==> config.mk <==
export PLATFORM = sky130hd
export DESIGN_NAME = hexrec_loader
export DESIGN_NICKNAME = d
export VERILOG_FILES = /design/src/rtl/hexrec_pkg.sv /design/src/rtl/hexrec_charclass.sv /design/src/rtl/hexrec_parser.sv /design/src/rtl/hexrec_wordpack.sv /design/src/rtl/hexrec_loader.sv
export SDC_FILE = /design/constraint.sdc
export NUM_CORES = 1
export LEC_CHECK = 0
export CORE_UTILIZATION = 48
export CTS_BUF_LIST = sky130_fd_sc_hd__clkbuf_4 sky130_fd_sc_hd__clkbuf_8
export DETAILED_ROUTE_END_ITERATION = 8
export PLACE_DENSITY = 0.68
export SYNTH_ARGS = -nofsm -noshare
export SYNTH_HDL_FRONTEND = slang
export SYNTH_SLANG_ARGS = --single-unit
==> constraint.sdc <==
create_clock -name clk -period 8.5 [get_ports clk]
set_input_delay 1.275 -clock clk [delete_from_list [all_inputs] [get_ports clk]]
set_output_delay 1.275 -clock clk [all_outputs]
set_load 0.02 [all_outputs]
==> src/rtl/hexrec_pkg.sv <==
package hexrec_pkg;

  typedef enum logic [2:0] {
    ST_IDLE,
    ST_COUNT,
    ST_LOAD,
    ST_KIND,
    ST_BODY,
    ST_CHECK
  } rec_state_t;

  localparam logic [7:0] CH_START  = 8'h3A;
  localparam logic [7:0] KIND_DATA = 8'h00;
  localparam logic [7:0] KIND_END  = 8'h01;

  // Returns {digit_ok, nibble_value}
  function automatic logic [4:0] decode_digit(input logic [7:0] c);
    logic [4:0] r;
    if (c >= 8'h30 && c <= 8'h39)      r = {1'b1, 4'(c - 8'h30)};
    else if (c >= 8'h41 && c <= 8'h46) r = {1'b1, 4'(c - 8'h37)};
    else if (c >= 8'h61 && c <= 8'h66) r = {1'b1, 4'(c - 8'h57)};
    else                               r = 5'b0_0000;
    return r;
  endfunction

  function automatic logic [7:0] add8(input logic [7:0] a, input logic [7:0] b);
    return a + b;
  endfunction

  // Full 16-bit word, first byte low
  function automatic logic [15:0] join_word(input logic [7:0] first, input logic [7:0] second);
    return {second, first};
  endfunction

endpackage

==> src/rtl/hexrec_charclass.sv <==
module hexrec_charclass
  import hexrec_pkg::*;
(
  input  logic [7:0] ch,
  output logic       is_hex,
  output logic [3:0] nib,
  output logic       is_start
);
  logic [4:0] dec;

  always_comb begin
    dec      = decode_digit(ch);
    is_hex   = dec[4];
    nib      = dec[3:0];
    is_start = (ch == CH_START);
  end
endmodule

==> src/rtl/hexrec_parser.sv <==
module hexrec_parser
  import hexrec_pkg::*;
(
  input  logic       clk,
  input  logic       rst_n,
  input  logic       ch_stb,
  input  logic       is_hex,
  input  logic [3:0] nib,
  input  logic       is_start,
  output logic       rec_begin,
  output logic       data_stb,
  output logic [7:0] data_byte,
  output logic       load_done,
  output logic       err_sum,
  output logic       err_char
);
  rec_state_t state;
  logic [3:0] hi_nib;
  logic       have_hi;
  logic [7:0] left;
  logic [7:0] count;
  logic [7:0] kind;
  logic [7:0] sum;
  logic       done_q, esum_q, echar_q;

  // named internal events
  logic       in_rec;
  logic       digit_evt;
  logic       bad_evt;
  logic       byte_evt;
  logic [7:0] cur_byte;
  logic [7:0] sum_next;
  logic       close_evt;
  logic       sum_bad_evt;
  logic       eof_evt;

  always_comb begin
    in_rec      = (state != ST_IDLE);
    digit_evt   = ch_stb && in_rec && is_hex;
    bad_evt     = ch_stb && in_rec && !is_hex;
    byte_evt    = digit_evt && have_hi;
    cur_byte    = {hi_nib, nib};
    sum_next    = add8(sum, cur_byte);
    rec_begin   = ch_stb && !in_rec && is_start;
    data_stb    = byte_evt && (state == ST_BODY) && (kind == KIND_DATA);
    data_byte   = cur_byte;
    close_evt   = byte_evt && (state == ST_CHECK);
    sum_bad_evt = close_evt && (sum_next != 8'h00);
    eof_evt     = close_evt && (sum_next == 8'h00) && (kind == KIND_END);
  end

  always_ff @(posedge clk) begin
    if (!rst_n) begin
      state   <= ST_IDLE;
      hi_nib  <= '0;
      have_hi <= 1'b0;
      left    <= '0;
      count   <= '0;
      kind    <= '0;
      sum     <= '0;
      done_q  <= 1'b0;
      esum_q  <= 1'b0;
      echar_q <= 1'b0;
    end else begin
      done_q <= eof_evt;
      if (bad_evt)     echar_q <= 1'b1;
      if (sum_bad_evt) esum_q  <= 1'b1;

      if (rec_begin) begin
        state   <= ST_COUNT;
        have_hi <= 1'b0;
        sum     <= '0;
      end else if (bad_evt) begin
        state   <= ST_IDLE;
        have_hi <= 1'b0;
      end else if (digit_evt) begin
        if (!have_hi) begin
          hi_nib  <= nib;
          have_hi <= 1'b1;
        end else begin
          have_hi <= 1'b0;
          sum     <= sum_next;
          case (state)
            ST_COUNT: begin
              count <= cur_byte;
              left  <= 8'd2;
              state <= ST_LOAD;
            end
            ST_LOAD: begin
              left <= left - 8'd1;
              if (left == 8'd1) state <= ST_KIND;
            end
            ST_KIND: begin
              kind <= cur_byte;
              if (count == 8'd0) begin
                state <= ST_CHECK;
              end else begin
                left  <= count;
                state <= ST_BODY;
              end
            end
            ST_BODY: begin
              left <= left - 8'd1;
              if (left == 8'd1) state <= ST_CHECK;
            end
            default: state <= ST_IDLE;
          endcase
        end
      end
    end
  end

  assign load_done = done_q;
  assign err_sum   = esum_q;
  assign err_char  = echar_q;
endmodule

==> src/rtl/hexrec_wordpack.sv <==
module hexrec_wordpack
  import hexrec_pkg::*;
#(
  parameter int DEPTH  = 2048,
  parameter int ADDR_W = 11,
  parameter int WORD_W = 12
) (
  input  logic              clk,
  input  logic              rst_n,
  input  logic              rec_begin,
  input  logic              data_stb,
  input  logic [7:0]        data_byte,
  output logic              clearing,
  output logic              mem_we,
  output logic [ADDR_W-1:0] mem_addr,
  output logic [WORD_W-1:0] mem_data,
  output logic              overflow
);
  localparam int               PTR_W = ADDR_W + 1;
  localparam logic [PTR_W-1:0]  CAP   = PTR_W'(DEPTH);
  localparam logic [ADDR_W-1:0] LAST  = ADDR_W'(DEPTH - 1);

  logic              clr_on;
  logic [ADDR_W-1:0] clr_ptr;
  logic [PTR_W-1:0]  wr_ptr;
  logic [7:0]        lo_byte;
  logic              have_lo;
  logic              we_q;
  logic [ADDR_W-1:0] addr_q;
  logic [WORD_W-1:0] data_q;
  logic              ovf_q;

  // named internal events
  logic              pair_evt;
  logic              room;
  logic              write_go;
  logic              block_evt;
  logic [15:0]       full_word;

  always_comb begin
    pair_evt  = data_stb && have_lo;
    room      = (wr_ptr < CAP);
    write_go  = pair_evt && room;
    block_evt = pair_evt && !room;
    full_word = join_word(lo_byte, data_byte);
  end

  always_ff @(posedge clk) begin
    if (!rst_n) begin
      clr_on  <= 1'b1;
      clr_ptr <= '0;
      wr_ptr  <= '0;
      lo_byte <= '0;
      have_lo <= 1'b0;
      we_q    <= 1'b0;
      addr_q  <= '0;
      data_q  <= '0;
      ovf_q   <= 1'b0;
    end else begin
      we_q <= 1'b0;
      if (clr_on) begin
        we_q    <= 1'b1;
        addr_q  <= clr_ptr;
        data_q  <= '0;
        clr_ptr <= clr_ptr + 1'b1;
        if (clr_ptr == LAST) clr_on <= 1'b0;
      end else if (write_go) begin
        we_q   <= 1'b1;
        addr_q <= wr_ptr[ADDR_W-1:0];
        data_q <= full_word[WORD_W-1:0];
        wr_ptr <= wr_ptr + 1'b1;
      end
      if (block_evt) ovf_q <= 1'b1;

      if (rec_begin) begin
        have_lo <= 1'b0;
      end else if (data_stb) begin
        if (have_lo) begin
          have_lo <= 1'b0;
        end else begin
          lo_byte <= data_byte;
          have_lo <= 1'b1;
        end
      end
    end
  end

  assign clearing = clr_on;
  assign mem_we   = we_q;
  assign mem_addr = addr_q;
  assign mem_data = data_q;
  assign overflow = ovf_q;
endmodule

==> src/rtl/hexrec_loader.sv <==
module hexrec_loader
  import hexrec_pkg::*;
#(
  parameter  int DEPTH  = 2048,
  parameter  int WORD_W = 12,
  localparam int ADDR_W = $clog2(DEPTH)
) (
  input  logic              clk,
  input  logic              rst_n,
  input  logic              in_valid,
  input  logic [7:0]        in_char,
  output logic              clearing,
  output logic              mem_we,
  output logic [ADDR_W-1:0] mem_addr,
  output logic [WORD_W-1:0] mem_data,
  output logic              load_done,
  output logic              err_sum,
  output logic              err_char,
  output logic              overflow
);
  logic       ch_stb;
  logic       is_hex;
  logic [3:0] nib;
  logic       is_start;
  logic       rec_begin;
  logic       data_stb;
  logic [7:0] data_byte;

  assign ch_stb = in_valid && !clearing;

  hexrec_charclass u_class (
    .ch       (in_char),
    .is_hex   (is_hex),
    .nib      (nib),
    .is_start (is_start)
  );

  hexrec_parser u_parse (
    .clk       (clk),
    .rst_n     (rst_n),
    .ch_stb    (ch_stb),
    .is_hex    (is_hex),
    .nib       (nib),
    .is_start  (is_start),
    .rec_begin (rec_begin),
    .data_stb  (data_stb),
    .data_byte (data_byte),
    .load_done (load_done),
    .err_sum   (err_sum),
    .err_char  (err_char)
  );

  hexrec_wordpack #(
    .DEPTH  (DEPTH),
    .ADDR_W (ADDR_W),
    .WORD_W (WORD_W)
  ) u_pack (
    .clk       (clk),
    .rst_n     (rst_n),
    .rec_begin (rec_begin),
    .data_stb  (data_stb),
    .data_byte (data_byte),
    .clearing  (clearing),
    .mem_we    (mem_we),
    .mem_addr  (mem_addr),
    .mem_data  (mem_data),
    .overflow  (overflow)
  );
endmodule

==> results of run 1 <==
## where the power goes
group          switching [uW]  leakage (uW)  internal, uW
Sequential               1.90      0.000814           475
Clock                     169      0.000104           138
Combinational            23.2       0.00103          14.5
Total                     194       0.00195           627
## through the flow
step           area, sq um  std cells
2_1_floorplan         4970        584
3_3_place_gp          5390        724
3_5_place_dp          5390        724
4_1_cts               5590        740
5_1_grt               5590        740
6_report              5590        740
## registers in the layout (all words and copies together) (netlist names), 3 cells and up
register,flops
u_pack.clr_ptr,11
u_pack.lo_byte,8
u_pack.mem_addr,11
u_pack.mem_data,12
u_pack.wr_ptr,12
u_parse.count,8
u_parse.hi_nib,4
u_parse.kind,8
u_parse.left,8
u_parse.state,3
u_parse.sum,8
## final cells by class
| cell class | instances | area (sq um) | area share |
|---|---|---|---|
| Multi-Input combinational cell | 434 | 2730 | 0.489 |
| Sequential cell | 101 | 2020 | 0.362 |
| Timing Repair Buffer | 43 | 420 | 0.0752 |
| Tap cell | 133 | 166 | 0.0298 |
| Clock buffer | 9 | 124 | 0.0222 |
| Clock inverter | 7 | 75.1 | 0.0134 |
| Inverter | 13 | 48.8 | 0.00873 |
## worst max-delay path by stage
| stage | slack, ns | endpoint | start |
|---|---|---|---|
| 2_1_floorplan | 4.23 | u_parse.load_done | in_char[1] |
| 3_3_place_gp | 3.43 | u_parse.load_done | in_char[1] |
| 3_5_place_dp | 3.24 | u_parse.load_done | in_char[1] |
| 4_1_cts | 3.65 | u_parse.load_done | in_char[1] |
| 5_1_grt | 3.30 | u_parse.load_done | in_char[1] |
| 6_report | 3.63 | u_parse.load_done | in_char[1] |
## cell usage in the layout, fill, tap and decap left out, drive strengths merged, types with 9 or more instances in the layout
master | synthesis | final
xnor2 | 9 | 9
o21ai | 15 | 15
clkdlybuf4s50 | 0 | 39
a22oi | 11 | 11
nor2 | 47 | 47
xor2 | 9 | 9
nand2 | 81 | 81
nand4 | 12 | 12
clkbuf | 21 | 9
inv | 13 | 13
nor3 | 11 | 11
mux2i | 18 | 18
ha | 15 | 15
dfxtp | 101 | 101
a21oi | 67 | 67
nand3 | 32 | 32
## synth_stat cells, types with 3 or more instances
cell type / number
dfxtp_1: 101
nand2_1: 81
a21oi_1: 66
nor2_1: 47
nand3_1: 31
clkbuf_1: 21
mux2i_1: 18
ha_1: 15
inv_1: 12
a22oi_1: 11
nand4_1: 11
nor3_1: 11
o21ai_0: 11
xnor2_1: 9
xor2_1: 9
a211oi_1: 7
nand2b_1: 7
nor4_1: 7
buf_2: 6
a2111o_1: 5
a32oi_1: 5
and3_1: 5
o311ai_0: 5
or3_1: 5
buf_1: 4
buf_6: 4
nor2b_1: 4
o211ai_1: 4
o21ai_1: 4
o31ai_1: 4
and2_1: 3
and3b_1: 3
nand3b_1: 3
o21a_1: 3
o311a_1: 3
or4_1: 3
## critical path, stage by stage
cell,delay [ns]
clkdlybuf4s50_1,0.54
inv_1,0.09
ha_1,0.23
o21bai_1,0.24
a21o_1,0.55
nand2_1,0.40
and2_1,0.29
ha_1,0.31
a21oi_1,0.21
nor2_1,0.09
o311a_1,0.34
a211oi_1,0.29
nor4bb_1,0.31
## cell families after synthesis
group / count (synthesis) / share of synthesized area
DFF: 101 / 0.407
xor gates and xnor gates: 18 / 0.0317
buffers and inverters: 49 / 0.0453
AOI/OAI and AO/OA: 149 / 0.205
adders and majority gates: 16 / 0.0418
and+or+nand+nor: 232 / 0.231
muxes: 19 / 0.0385
## metal layers
metal | up-vias | routed length [um]
met3 | 22 | 653
met1 | 2078 | 5470
met2 | 115 | 5470
met5 | - | 0
li1 | 2144 | -
met4 | 0 | 316
==> impl_summary.log, run 1 <==
INFO  metric worstSetupPathType = in2reg
INFO  metric worst_slack_placed = 3.24 ns
INFO  metric synth-warning-count = 0
INFO  metric floorplan.rows = 36
INFO  metric drt_iter0_drc = 215
INFO  metric hold_ws = 0.456 ns
INFO  metric r2r_cells = 5
INFO  metric gr-usage-met3 = 0.0629
INFO  metric grt_busiest_layer = met2
INFO  metric power_per_cell_area = between 100 and 150 mW/mm^2
INFO  metric reg2reg_slack = 5.73 ns
INFO  metric r2r_start = u_pack.clearing
INFO  metric setup_viol = 0
INFO  metric syn-cell-area = a little under 0.005 sq mm
INFO  metric rsz0062_at_grt = false
INFO  metric crit_path_start_kind = input port
INFO  metric hpwlAfterDp = 8330 um
INFO  metric async_reset_ff_frac = 0
INFO  metric crit_path_end_kind = flip-flop
INFO  metric postSynthNetCount = 611
INFO  metric initial_core_util = 0.501
INFO  metric globalRouteMet2Util = 0.358
INFO  metric crit_arrival = 5.17 ns
INFO  metric detail_route.wl_per_cell = 16.1 um
INFO  metric finish.utilization = 0.564
INFO  metric min_delay_worst_endpoint = u_pack.mem_data[3]
INFO  metric routed_wl = between 10000 and 15000 um
INFO  metric antenna_cells = 0
INFO  metric timing.clock.skew = 0.00950 ns
INFO  metric route.antenna.remaining_nets = 0
INFO  metric synth_top_area_share = 0.407
INFO  metric tritoncts = built
INFO  metric synth-edff-count = 0
INFO  metric netlist_top_cells_area = dfxtp_1 41%, a21oi_1 6.6%, nand2_1 6.1%
INFO  metric worst-path-max-fanout = 14
INFO  metric first_pass_grt_wire_length = approximately 20000 um
INFO  metric clock_transition_at_the_registers_of_the_reported_paths = about 0.10 ns
INFO  metric reg2reg_to = u_pack.wr_ptr[2]
INFO  metric number_of_global_route_vias_before_repair = 4031
INFO  metric io_pins = 40
INFO  metric io_buffer_count = 39
INFO  metric cts-htree-levels = 3
INFO  metric initial_antenna_violation_count = 0
INFO  metric number_of_buffers_added_to_fix_hold_violations_after_cts = 0
INFO  metric fin_ws = 3.63 ns
INFO  metric grt.overflow.total = 0
INFO  metric worst_ep_required = 8.79 ns
INFO  metric cts_post_setup_buffers_inserted = 0
INFO  metric irDropWorstVdd = 0.000126 V
INFO  metric post_cts.resized_instances = 0
INFO  metric place.gp.congestion = 0.897
INFO  metric insertion_delay = 0.38 ns
INFO  metric timing.final.crit_period = 4.87 ns
INFO  metric cts_num_sinks = between 100 and 150
INFO  metric met1_track_demand_over_resource = 0.307
INFO  metric drt_drc_violations_left = 0
INFO  metric die_area = 0.0108 sq mm
INFO  metric post_synth.cell_area_avg = 8.51 sq um
INFO  metric cts_buffers = 9
INFO  metric max_slew_margin = 0.343
INFO  metric ys_types = 65
INFO  metric layout_worst_path_cycle_share = 0.574
INFO  metric n_fill_cell = 933
INFO  metric timing.hold.worst_path_depth = 2
INFO  metric detail_route.vias_per_cell = 5.89
INFO  metric leakage = 0.00195 uW
INFO  metric synth_top_area_cell = dfxtp_1
INFO  metric final_max_slew_viol_count = 0
INFO  metric timing_worst_slew_pin_value = 0.986 ns
INFO  metric die_w = 104 um
INFO  metric outcome = complete, no violations
INFO  metric max_cap_viol_count = 0
INFO  metric finalPower = between 800 and 900 uW
INFO  metric die_y = 104 um
INFO  metric cts_root_buffer = clkbuf_8
INFO  metric hold_path.class = reg2reg
INFO  metric ys.flop_type = dfxtp_1
INFO  metric synth.ff_latch_count = 101
INFO  metric areaGrowthSynthToFinish = 12.5%
INFO  metric detail_route.first_pass.iterations = 5
INFO  metric clock.fmax = 0.205 GHz
INFO  metric final_layout_size_suffix_gt1_frac = 0.0610
INFO  metric dr_total_vias = 4359
INFO  metric combined_global_route_utilization_of_all_metal_layers = 0.232
INFO  metric core_area = 0.00991 sq mm
INFO  metric totalNegativeSetupSlack = 0 ns
INFO  metric cts_buffer_depth = 2
INFO  metric design.final.nets = 629
INFO  metric grt_start_max_net_pins = 45
INFO  metric start_point_of_the_worst_hold_path = u_pack.mem_data[3]
INFO  metric yosysSeqAreaShare = 0.407
INFO  metric hold_viol_final = 0
INFO  metric post_synth_inst_count = between 500 and 600
(Power assumes the default switching activity.)
==> run 2, diff against run 1 <==
==> constraint.sdc (replaced) <==
create_clock -name clk -period 5.1 [get_ports clk]
set_input_delay 0.765 -clock clk [delete_from_list [all_inputs] [get_ports clk]]
set_output_delay 0.765 -clock clk [all_outputs]
set_load 0.02 [all_outputs]
==> impl_summary.log, run 2 (same netlist as run 1, synthesis figures left out) <==
INFO  metric timing.final.crit_period = about 4.1 ns
INFO  metric cts_buffers = 9 (unchanged)
INFO  metric worstSetupPathType = in2reg (unchanged)
INFO  metric die_area = 0.0108 sq mm (unchanged)
INFO  metric hpwlAfterDp = 8260 um (was 8330 um)
INFO  metric layout_worst_path_cycle_share = 0.811
INFO  metric io_pins = 40 (unchanged)
INFO  metric crit_path_max_incr_delay = 0.54 ns (was 0.55 ns)
INFO  metric grt.overflow.total = 0 (unchanged)
INFO  metric tritoncts = built (unchanged)
INFO  metric insertion_delay = 0.38 ns (about the same)
INFO  metric detail_route.vias_per_cell = 5.86 (was 5.89)
INFO  metric timing_worst_slew_pin_value = 0.928 ns (was 0.986 ns)
INFO  metric power_frac_comb = 0.042 (was 0.046)
INFO  metric leakage = 0.00198 uW (was 0.00195 uW)
INFO  metric cts_num_sinks = 101 (unchanged)
INFO  metric layout.cells.most_common = dfxtp_1 (unchanged)
INFO  metric die_w = 104 um (unchanged)
INFO  metric timing.hold.worst_path_depth = 2 (unchanged)
INFO  metric worst_ep_required = 5.39 ns (was 8.79 ns)
INFO  metric route.antenna.remaining_nets = 0 (unchanged)
INFO  metric die_y = 104 um (unchanged)
INFO  metric setup_viol = 0 (unchanged)
INFO  metric max_slew_margin = 0.381 (was 0.343)
INFO  metric clock.fmax = 0.242 GHz
INFO  metric critical-path-slowest-cell = clkdlybuf4s50_1 (was a21o_1)
INFO  metric io_buffer_count = 39 (unchanged)
INFO  metric floorplan.rows = 36 (unchanged)
INFO  metric power.share.clock = 0.425 (was 0.373)
INFO  metric core_area = 0.00991 sq mm (unchanged)
INFO  metric areaGrowthSynthToFinish = 13.8% (was 12.5%)
INFO  metric drt_iter0_drc = 331 (was 215)
INFO  metric drt_drc_violations_left = 0 (unchanged)
INFO  metric internal_power = 1170 uW (was 627 uW)
INFO  metric worst-path-max-fanout = 14 (unchanged)
INFO  metric cts_post_setup_buffers_inserted = 0 (unchanged)
INFO  metric grt_start_max_net_pins = 44 (was 45)
INFO  metric crit_path_end_kind = flip-flop (unchanged)
INFO  metric detail_route.wl_per_cell = 16.0 um (was 16.1 um)
INFO  metric r2r_cells = 5 (unchanged)
INFO  metric hold_path.class = reg2reg (unchanged)
INFO  metric number_of_buffers_added_to_fix_hold_violations_after_cts = 0 (unchanged)
INFO  metric mostFrequentLayoutCells = 101 x dfxtp_1, 81 x nand2_1, 66 x a21oi_1 (unchanged)
INFO  metric totalNegativeSetupSlack = 0 ns (unchanged)
INFO  metric place.gp.congestion = 0.917 (was 0.897)
INFO  metric antenna_cells = 0 (unchanged)
INFO  metric finalPower = 1490 uW (was 821 uW)
INFO  metric clock_transition_at_the_registers_of_the_reported_paths = 0.09 ns (was 0.10 ns)
INFO  metric hold_viol_final = 0 (unchanged)
INFO  metric crit_arrival = 4.42 ns (was 5.17 ns)
INFO  metric p_seq_frac = 0.533 (was 0.581)
INFO  metric fin_ws = 0.963 ns (was 3.63 ns)
INFO  metric final_layout_size_suffix_gt1_frac = 0.0625 (was 0.0610)
INFO  metric n_fill_cell = 886 (was 933)
INFO  metric crit_path_start_kind = input port (unchanged)
INFO  metric max_cap_viol_count = 0 (unchanged)
INFO  metric cts_root_buffer = clkbuf_8 (unchanged)
INFO  metric timing.clock.skew = 0.00936 ns (was 0.00950 ns)
INFO  metric post_place_instance_area = 0.00540 sq mm (was 0.00539 sq mm)
INFO  metric first_pass_grt_wire_length = 19500 um (was 20100 um)
INFO  metric routed_wl = 11800 um (was 11900 um)
INFO  metric post_cts.resized_instances = 0 (unchanged)
INFO  metric design.final.nets = 630 (was 629)
INFO  metric netSwitchingPower = 323 uW (was 194 uW)
INFO  metric worst_slack_placed = 0.599 ns (was 3.24 ns)
INFO  metric power_per_cell_area = 264 mW/mm^2 (was 147 mW/mm^2)
INFO  metric combined_global_route_utilization_of_all_metal_layers = 0.224 (was 0.232)
INFO  metric number_of_global_route_vias_before_repair = 3983 (was 4031)
INFO  metric final_cell_area = 0.00566 sq mm (was 0.00559 sq mm)
INFO  metric cts-htree-levels = 3 (unchanged)
INFO  metric irDropWorstVdd = 0.000182 V (was 0.000126 V)
INFO  metric dr_total_vias = 4339 (was 4359)
INFO  metric initial_antenna_violation_count = 0 (unchanged)
INFO  metric rsz0062_at_grt = false (unchanged)
INFO  metric initial_core_util = 0.501 (unchanged)
INFO  metric final_max_slew_viol_count = 0 (unchanged)
INFO  metric most_frequent_cell_on_critical_path = ha_1 (unchanged)
INFO  metric swShare = 0.216 (was 0.236)
INFO  metric detail_route.first_pass.iterations = 5 (unchanged)
INFO  metric cts_buffer_depth = 2 (unchanged)
INFO  metric ordered_cell_list_for_the_critical_path = clkdlybuf4s50_1 > inv_1 > ha_1 > o21bai_1 > a21o_1 > buf_4 > mux2_2 > and2_1 > ha_1 > a21oi_1 > nor2_1 > o311a_1 > a211oi_1 > nor4bb_1 (was clkdlybuf4s50_1 > inv_1 > ha_1 > o21bai_1 > a21o_1 > nand2_1 > and2_1 > ha_1 > a21oi_1 > nor2_1 > o311a_1 > a211oi_1 > nor4bb_1)
INFO  metric outcome = complete, no violations (unchanged)
==> run 2: layer usage <==
metal	share of wire	vias to the layer above	track usage	wire [um]
met4	0.011	0	0.0643	129
li1	-	2150	-	-
met1	0.47	2062	0.302	5550
met5	0	-	0	0
met3	0.047	11	0.0415	554
met2	0.47	116	0.364	5590
==> run 2: path summary, 6_finish.rpt <==
check / endpoint / startpoint / slack, ns
worst min-delay path: u_pack.mem_data[0] / u_pack.mem_data[0] / 0.46
worst min register to register: u_pack.mem_data[0] / u_pack.mem_data[0] / 0.46
worst max-delay path: u_parse.load_done / in_char[1] / 0.96
worst max register to register: u_pack.wr_ptr[2] / u_pack.clearing / 2.34
==> run 2: power by group through the flow <==
stage	clock network (uW)	logic, uW	registers, uW
6_report	634	62.7	795
3_3_place_gp	0	61.1	813
3_5_place_dp	0	62.6	813
4_1_cts	643	62.8	795
5_1_grt	672	68.4	796
2_1_floorplan	0	36.9	815
==> run 2: cell type report <==
type	count	area, sq um	share of cell area
clock inverters	5	106	0.0188
multi-input cells	434	2730	0.483
inverters	13	48.8	0.00863
repair buffers	44	428	0.0757
flip-flops and latches	101	2020	0.358
well taps	133	166	0.0294
clock buffers	11	151	0.0268
==> run 2: through the flow <==
stage | util | hold WS (ns) | instances
floorplan | - | 0.432 | 584
global placement | 0.545 | 0.443 | 725
detailed placement | 0.545 | 0.447 | 725
CTS | 0.571 | 0.461 | 741
global route | 0.571 | 0.474 | 741
finish | 0.571 | 0.458 | 741
==> run 2: critical path: cells and delay by family <==
kind / cells / cell delay, ns
fa+ha+maj: 2 / 0.54
mux: 1 / 0.42
buf+inv: 3 / 0.84
compound gates: 5 / 1.22
simple gates: 3 / 0.62
